**src/rtl/chsel_pkg.sv**
```systemverilog
package chsel_pkg;

   typedef enum logic [2:0] {
      ST_GAP,
      ST_IDLE,
      ST_START,
      ST_LOW,
      ST_HIGH,
      ST_LATCH
   } seq_st_t;

   // nanoseconds to whole clock cycles, rounded up, never below one
   function automatic int unsigned ns_to_cyc(int unsigned ns, int unsigned clk_ns);
      int unsigned c;
      c = (ns + clk_ns - 1) / clk_ns;
      return (c == 0) ? 1 : c;
   endfunction

   function automatic int unsigned umax(int unsigned a, int unsigned b);
      return (a > b) ? a : b;
   endfunction

endpackage

```
**src/rtl/chsel_timer.sv**
```systemverilog
module chsel_timer #(
   parameter int unsigned CW      = 16,
   parameter int unsigned RST_VAL = 0
) (
   input  logic          clk,
   input  logic          rst_n,
   input  logic          load,
   input  logic [CW-1:0] ld_val,
   output logic          zero
);

   logic [CW-1:0] cnt;

   always_ff @(posedge clk or negedge rst_n) begin
      if (!rst_n)
         cnt <= CW'(RST_VAL);
      else if (load)
         cnt <= ld_val;
      else if (cnt != '0)
         cnt <= cnt - CW'(1);
   end

   assign zero = (cnt == '0);

   // a running phase counts down by exactly one per cycle
   a_r3_count_step: assert property (@(posedge clk) disable iff (!rst_n)
      (!load && cnt != '0) |=> (cnt == $past(cnt) - CW'(1)));

endmodule

```
**src/rtl/chsel_shift.sv**
```systemverilog
module chsel_shift #(
   parameter int unsigned NBITS     = 8,
   parameter bit          LSB_FIRST = 1'b1
) (
   input  logic             clk,
   input  logic             rst_n,
   input  logic             load,
   input  logic [NBITS-1:0] din,
   input  logic             step,
   output logic             bit_o,
   output logic             last_o
);

   localparam int unsigned IW = (NBITS > 1) ? $clog2(NBITS) : 1;

   logic [NBITS-1:0] sh;
   logic [IW-1:0]    idx;

   always_ff @(posedge clk or negedge rst_n) begin
      if (!rst_n)
         idx <= '0;
      else if (load)
         idx <= '0;
      else if (step)
         idx <= idx + IW'(1);
   end

   generate
      if (LSB_FIRST) begin : g_lsb
         always_ff @(posedge clk or negedge rst_n) begin
            if (!rst_n)
               sh <= '0;
            else if (load)
               sh <= din;
            else if (step)
               sh <= sh >> 1;
         end
         assign bit_o = sh[0];
      end else begin : g_msb
         always_ff @(posedge clk or negedge rst_n) begin
            if (!rst_n)
               sh <= '0;
            else if (load)
               sh <= din;
            else if (step)
               sh <= sh << 1;
         end
         assign bit_o = sh[NBITS-1];
      end
   endgenerate

   assign last_o = (idx == IW'(NBITS - 1));

   // the bit index never runs past the last bit of the frame
   a_r4_idx_bound: assert property (@(posedge clk) disable iff (!rst_n)
      (idx <= IW'(NBITS - 1)));

endmodule

```
**src/rtl/chsel_loader.sv**
```systemverilog
module chsel_loader
   import chsel_pkg::*;
#(
   parameter int unsigned NBITS     = 8,
   parameter int unsigned MAX_CHAN  = 100,
   parameter bit          LSB_FIRST = 1'b1,
   parameter int unsigned CLK_NS    = 20,
   parameter int unsigned GAP_NS    = 1_000_000,
   parameter int unsigned START_NS  = 25_000,
   parameter int unsigned LOW_NS    = 5_000,
   parameter int unsigned HIGH_NS   = 8_000,
   parameter int unsigned LATCH_NS  = 5_000,
   parameter int unsigned PKT_NS    = 157_000
) (
   input  logic             clk,
   input  logic             rst_n,
   input  logic             start_i,
   input  logic [NBITS-1:0] chan_i,
   output logic             sclk_o,
   output logic             sdat_o,
   output logic             busy_o,
   output logic             done_o,
   output logic             err_o
);

   localparam int unsigned GAP_C    = ns_to_cyc(GAP_NS, CLK_NS);
   localparam int unsigned START_C  = ns_to_cyc(START_NS, CLK_NS);
   localparam int unsigned LOW_C    = ns_to_cyc(LOW_NS, CLK_NS);
   localparam int unsigned HIGH_C   = ns_to_cyc(HIGH_NS, CLK_NS);
   localparam int unsigned LMIN_C   = ns_to_cyc(LATCH_NS, CLK_NS);
   localparam int unsigned PKT_C    = ns_to_cyc(PKT_NS, CLK_NS);
   localparam int unsigned BODY_C   = START_C + NBITS * (LOW_C + HIGH_C);
   localparam int unsigned LATCH_C  = (PKT_C > BODY_C + LMIN_C) ? (PKT_C - BODY_C) : LMIN_C;
   localparam int unsigned MAXC     = umax(umax(GAP_C, START_C), umax(umax(LOW_C, HIGH_C), LATCH_C));
   localparam int unsigned CW       = $clog2(MAXC + 1);
   localparam logic [NBITS-1:0] MAXV = NBITS'(MAX_CHAN);

   generate
      if (NBITS < 2) begin : g_bad_width
         $error("chsel_loader: NBITS must be at least 2");
      end
      if (MAX_CHAN >= (1 << NBITS)) begin : g_bad_max
         $error("chsel_loader: MAX_CHAN does not fit in NBITS");
      end
      if (CLK_NS == 0) begin : g_bad_clk
         $error("chsel_loader: CLK_NS must be non-zero");
      end
   endgenerate

   seq_st_t          st, nxt;
   logic             tz, ld, go, bad, step, fin, bit_v, last_v;
   logic [CW-1:0]    ldv;
   logic [NBITS-1:0] go_ch, pend_ch;
   logic             pend, err_r, done_r;

   chsel_timer #(.CW(CW), .RST_VAL(GAP_C - 1)) u_tmr (
      .clk(clk), .rst_n(rst_n), .load(ld), .ld_val(ldv), .zero(tz)
   );

   chsel_shift #(.NBITS(NBITS), .LSB_FIRST(LSB_FIRST)) u_shf (
      .clk(clk), .rst_n(rst_n), .load(go && !bad), .din(go_ch),
      .step(step), .bit_o(bit_v), .last_o(last_v)
   );

   always_comb begin
      nxt   = st;
      ld    = 1'b0;
      ldv   = '0;
      go    = 1'b0;
      go_ch = chan_i;
      step  = 1'b0;
      fin   = 1'b0;
      case (st)
         ST_GAP: if (tz) begin
            if (pend) begin
               go    = 1'b1;
               go_ch = pend_ch;
            end else if (start_i) begin
               go = 1'b1;
            end else begin
               nxt = ST_IDLE;
            end
         end
         ST_IDLE: if (start_i) go = 1'b1;
         ST_START: if (tz) begin
            nxt = ST_LOW;  ld = 1'b1; ldv = CW'(LOW_C - 1);
         end
         ST_LOW: if (tz) begin
            nxt = ST_HIGH; ld = 1'b1; ldv = CW'(HIGH_C - 1);
         end
         ST_HIGH: if (tz) begin
            ld = 1'b1;
            if (last_v) begin
               nxt = ST_LATCH; ldv = CW'(LATCH_C - 1);
            end else begin
               nxt = ST_LOW;   ldv = CW'(LOW_C - 1); step = 1'b1;
            end
         end
         ST_LATCH: if (tz) begin
            nxt = ST_GAP; ld = 1'b1; ldv = CW'(GAP_C - 1); fin = 1'b1;
         end
         default: nxt = ST_IDLE;
      endcase
      bad = go && (go_ch > MAXV);
      if (go) begin
         if (bad) begin
            nxt = ST_IDLE;
         end else begin
            nxt = ST_START; ld = 1'b1; ldv = CW'(START_C - 1);
         end
      end
   end

   always_ff @(posedge clk or negedge rst_n) begin
      if (!rst_n) begin
         st      <= ST_GAP;
         pend    <= 1'b0;
         pend_ch <= '0;
         err_r   <= 1'b0;
         done_r  <= 1'b0;
      end else begin
         st     <= nxt;
         err_r  <= bad;
         done_r <= fin;
         if (st != ST_GAP || tz) begin
            pend <= 1'b0;
         end else if (start_i) begin
            pend    <= 1'b1;
            pend_ch <= chan_i;
         end
      end
   end

   always_comb begin
      case (st)
         ST_START: begin sclk_o = 1'b1; sdat_o = 1'b0;  end
         ST_LOW:   begin sclk_o = 1'b0; sdat_o = bit_v; end
         ST_HIGH:  begin sclk_o = 1'b1; sdat_o = bit_v; end
         default:  begin sclk_o = 1'b1; sdat_o = 1'b1;  end
      endcase
   end

   assign busy_o = (st != ST_IDLE);
   assign done_o = done_r;
   assign err_o  = err_r;

   // done never lasts longer than one cycle
   a_r6_done_pulse: assert property (@(posedge clk) disable iff (!rst_n)
      done_o |=> !done_o);
   // done appears inside the gap with both lines released high
   a_r7_done_in_gap: assert property (@(posedge clk) disable iff (!rst_n)
      done_o |-> (busy_o && sclk_o && sdat_o));
   // a refused request leaves the block idle and the lines high
   a_r9_err_idle: assert property (@(posedge clk) disable iff (!rst_n)
      err_o |-> (!busy_o && sclk_o && sdat_o && !done_o));
   // leaving idle always shows the start condition first
   a_r2_start_first: assert property (@(posedge clk) disable iff (!rst_n)
      $rose(busy_o) |-> (sclk_o && !sdat_o));
   // data holds still across the rising clock of each bit
   a_r4_bit_hold: assert property (@(posedge clk) disable iff (!rst_n)
      (st == ST_HIGH) |-> $stable(sdat_o));

endmodule

```
**config.mk**
```make
export PLATFORM = sky130hd
export DESIGN_NAME = chsel_loader
export DESIGN_NICKNAME = d
export VERILOG_FILES = /design/src/rtl/chsel_pkg.sv /design/src/rtl/chsel_timer.sv /design/src/rtl/chsel_shift.sv /design/src/rtl/chsel_loader.sv
export SDC_FILE = /design/constraint.sdc
export NUM_CORES = 1
export LEC_CHECK = 0
export CAP_MARGIN = 15
export CORE_AREA = 3 3 76 78
export DETAILED_ROUTE_END_ITERATION = 7
export DIE_AREA = 0 0 79 81
export GPL_TIMING_DRIVEN = 0
export SLEW_MARGIN = 15
export SYNTH_ARGS = -nofsm -noshare
export SYNTH_HDL_FRONTEND = slang
export SYNTH_SLANG_ARGS = --single-unit
```
**constraint.sdc**
```tcl
create_clock -name clk -period 2.51 [get_ports clk]
set_clock_uncertainty 0.15 [all_clocks]
set_input_delay 0.502 -clock clk [delete_from_list [all_inputs] [get_ports clk]]
set_output_delay 0.502 -clock clk [all_outputs]
set_load 0.03 [all_outputs]
```
==> impl_metrics.env <==
export IMPL_status="finished clean"
export IMPL_ys_ff_latch=41
export IMPL_drcViolationCount=0
export IMPL_hold_path_cell_count=2
export IMPL_netlist_instances=226
export IMPL_ir_drop_uv=269
export IMPL_htree_levels=2
export IMPL_synth_top_cell_by_area="dfrtp_1"
export IMPL_gp_congestion=0.823
export IMPL_cp_end_kind="register"
export IMPL_worstHoldPathType="reg2reg"
export IMPL_syn_nets=241
export IMPL_period_share_pct=96.1
export IMPL_cts_root_buf="clkbuf_8"
export IMPL_final_cell_area_sq_um=2740
export IMPL_overflow=0
export IMPL_grt_usage_pct=17.4
export IMPL_route_vias_total=1751
export IMPL_r2r_cells=7
export IMPL_drive_gt1_share_pct=21.0
export IMPL_avgRoutedWirePerCell_microns=15.9
export IMPL_num_rows=26
export IMPL_hold_viol_final=0
export IMPL_synth_edf_count=0
export IMPL_cts_path_max_buffers=2
export IMPL_post_route_util_pct=53.4
export IMPL_maxCapViolCount=0
export IMPL_worstSetupPathType="reg2reg"
export IMPL_synthArstFlopShare_pct=100
export IMPL_grt_max_degree=26
export IMPL_syn_area_per_cell_sq_um=10.1
export IMPL_nets=266
export IMPL_worstPathRequired_ns=2.54
export IMPL_fin_crit_ns=2.41
export IMPL_area_delta_synth_final_pct=19.7
export IMPL_layout_common_cells="dfrtp_1, mux2i_1, nor2_1, nand2_1, o21ai_0"
export IMPL_setup_viol=0
export IMPL_coreArea_sq_um=5140
export IMPL_final_common_cell="dfrtp_1"
export IMPL_ys_warn_count=0
export IMPL_min_from="u_shf.idx[1]$_DFFE_PN0P_"
export IMPL_yosysUniqueCellTypes=44
export IMPL_r2r_start="u_tmr.cnt[12]$_DFFE_PN0P_"
export IMPL_setup_slack_ns=0.0989
export IMPL_power_leakage_nw=1.13
export IMPL_synthesis_area_sq_um=2290
export IMPL_max_freq_mhz=415
export IMPL_io_buffers=15
export IMPL_cp_startpoint="u_tmr.cnt[12]$_DFFE_PN0P_"
export IMPL_clk_latency_ns=0.30
export IMPL_arrival_ns=2.44
export IMPL_synth_ff_type="dfrtp_1"
export IMPL_start_util_pct=44.6
export IMPL_die_h_microns=81
export IMPL_worst_slew_pin_slew_ns=0.827
export IMPL_drtIter0Drc=122
export IMPL_power_density_nw_per_um2=463
export IMPL_grt_pass1_vias=1745
export IMPL_cts_buffers_inserted=5
export IMPL_cts_tree="done"
export IMPL_dp_slack_ns=-0.529
export IMPL_chipWidth_microns=79
export IMPL_finalMaxSlewViolations=0
export IMPL_yosysSeqAreaShare_pct=45.3
export IMPL_antenna_left=0
export IMPL_whs_ns=0.385
export IMPL_wl_mm=5.12
export IMPL_grt_use_met2_pct=30.5
export IMPL_muxShareOfSynthArea_pct=14.0
export IMPL_synthAdderAreaFrac_pct=2.18
export IMPL_busiest_layer="met2"
export IMPL_relSlewSlack_pct=44.8
export IMPL_io_pins=16
export IMPL_cts_sinks=41
export IMPL_drtPass1Iterations=4
export IMPL_n_antenna_cell=0
export IMPL_critical_path_peak_fanout=7
export IMPL_dp_hpwl_mm=3.69
export IMPL_antenna_found_initial=0
export IMPL_synth_top_area_share_pct=34.9
export IMPL_use_met3_pct=3.66
export IMPL_synth_compound_area_share_pct=11.4
export IMPL_place_area_sq_um=2540
export IMPL_die_area_sq_um=6400
export IMPL_synth_xor_area_share_pct=4.59
export IMPL_yosys_area_share_simple_pct=20.1
export IMPL_startpoint_type="register"
export IMPL_synth_top_family_by_area="simple AND/OR/NAND/NOR gates"
export IMPL_vias_per_cell=5.44
export IMPL_yosys_top_cells_area="dfrtp_1, dfstp_2, mux2i_1, mux2_2, o21ai_0"
export IMPL_grt_use_met1_pct=21.7
export IMPL_grt_pass1_wl_mm=8.61
export IMPL_path_clk_slew_ns=0.08
==> Yosys cell counts (all sizes together) (3+ instances only) <==
cell type	instances
o21ai	19
nor3	7
nor2	22
xor2	6
mux2i	22
a21oi	6
buf	4
a211oi	3
nor4	5
nand2	19
mux2	9
and3	3
dfrtp	32
clkbuf	5
ha	4
nand3	7
dfstp	9
inv	4
a31oi	3
nor2b	6
nand2b	3
xnor2	6
==> critical path: stages, from the launching register on <==
cell,delay (ns)
dfrtp_1,0.42
nor3_1,0.32
nand4_2,0.24
nor2_2,0.21
o221ai_2,0.22
or2_0,0.26
buf_2,0.17
a311o_1,0.31
==> flip-flops by register name, summed over array words and instances (netlist names) <==
| register | flops |
|---|---|
| u_tmr.cnt | 16 |
| pend_ch | 8 |
| u_shf.sh | 8 |
| st | 3 |
| u_shf.idx | 3 |
| done_o | 1 |
| err_o | 1 |
| pend | 1 |
==> routing by layer <==
layer	up-vias	routed length (microns)
li1	860	-
met1	861	2290
met2	24	2640
met3	6	129
met4	0	54
met5	-	0
==> power by group <==
part	switching (W)	internal [W]
logic	0.0000281	0.0000256
clock network	0.000232	0.000324
registers	0	0.000661
==> cells by family after synthesis <==
group | count (synthesis)
xor+xnor | 12
buf+inv | 13
compound gates | 42
flops | 41
fa+ha+maj | 4
simple gates | 83
mux | 31
==> stage by stage <==
| step | std cells | setup TNS, ns | power (W) |
|---|---|---|---|
| global route | 322 | -0.133 | 0.00132 |
| floorplan | 226 | 0 | 0.000682 |
| CTS | 321 | 0 | 0.00128 |
| finish | 322 | 0 | 0.00127 |
| global placement | 311 | -17.41 | 0.000718 |
| detailed placement | 312 | -8.50 | 0.000722 |
==> repair_timing <==
item | 4_1_cts | 5_1_grt
hold endpoints to repair | 10 | 0
endpoints found under the setup margin | 40 | 31
resized for setup | 13 | 6
buffers inserted | 1 | 2
pin swaps | 1 | 0
hold buffers | 1 | 0
==> path summary, 6_finish.rpt <==
path                                            end  slack (ns)
max                         u_shf.sh[0]$_DFFE_PN0P_         0.1
min                        u_shf.idx[1]$_DFFE_PN0P_        0.38
max reg2reg                 u_shf.sh[0]$_DFFE_PN0P_         0.1
min reg2reg                u_shf.idx[1]$_DFFE_PN0P_        0.38
max in group asynchronous  u_tmr.cnt[0]$_DFFE_PN1P_        1.14
min in group asynchronous          done_o$_DFF_PN0_        0.52
==> area by class of cell <==
type                       instances  area, sq um
inverter                           4         15.0
multi-input combinational        172         1260
clock inverter                     1         30.0
buffer                             7         36.3
fill                             486         2400
sequential                        41         1040
timing repair buffer              20          194
clock buffer                       7         86.3
tap                               70         87.6
No activity file was read; power rests on OpenSTA's default activity.
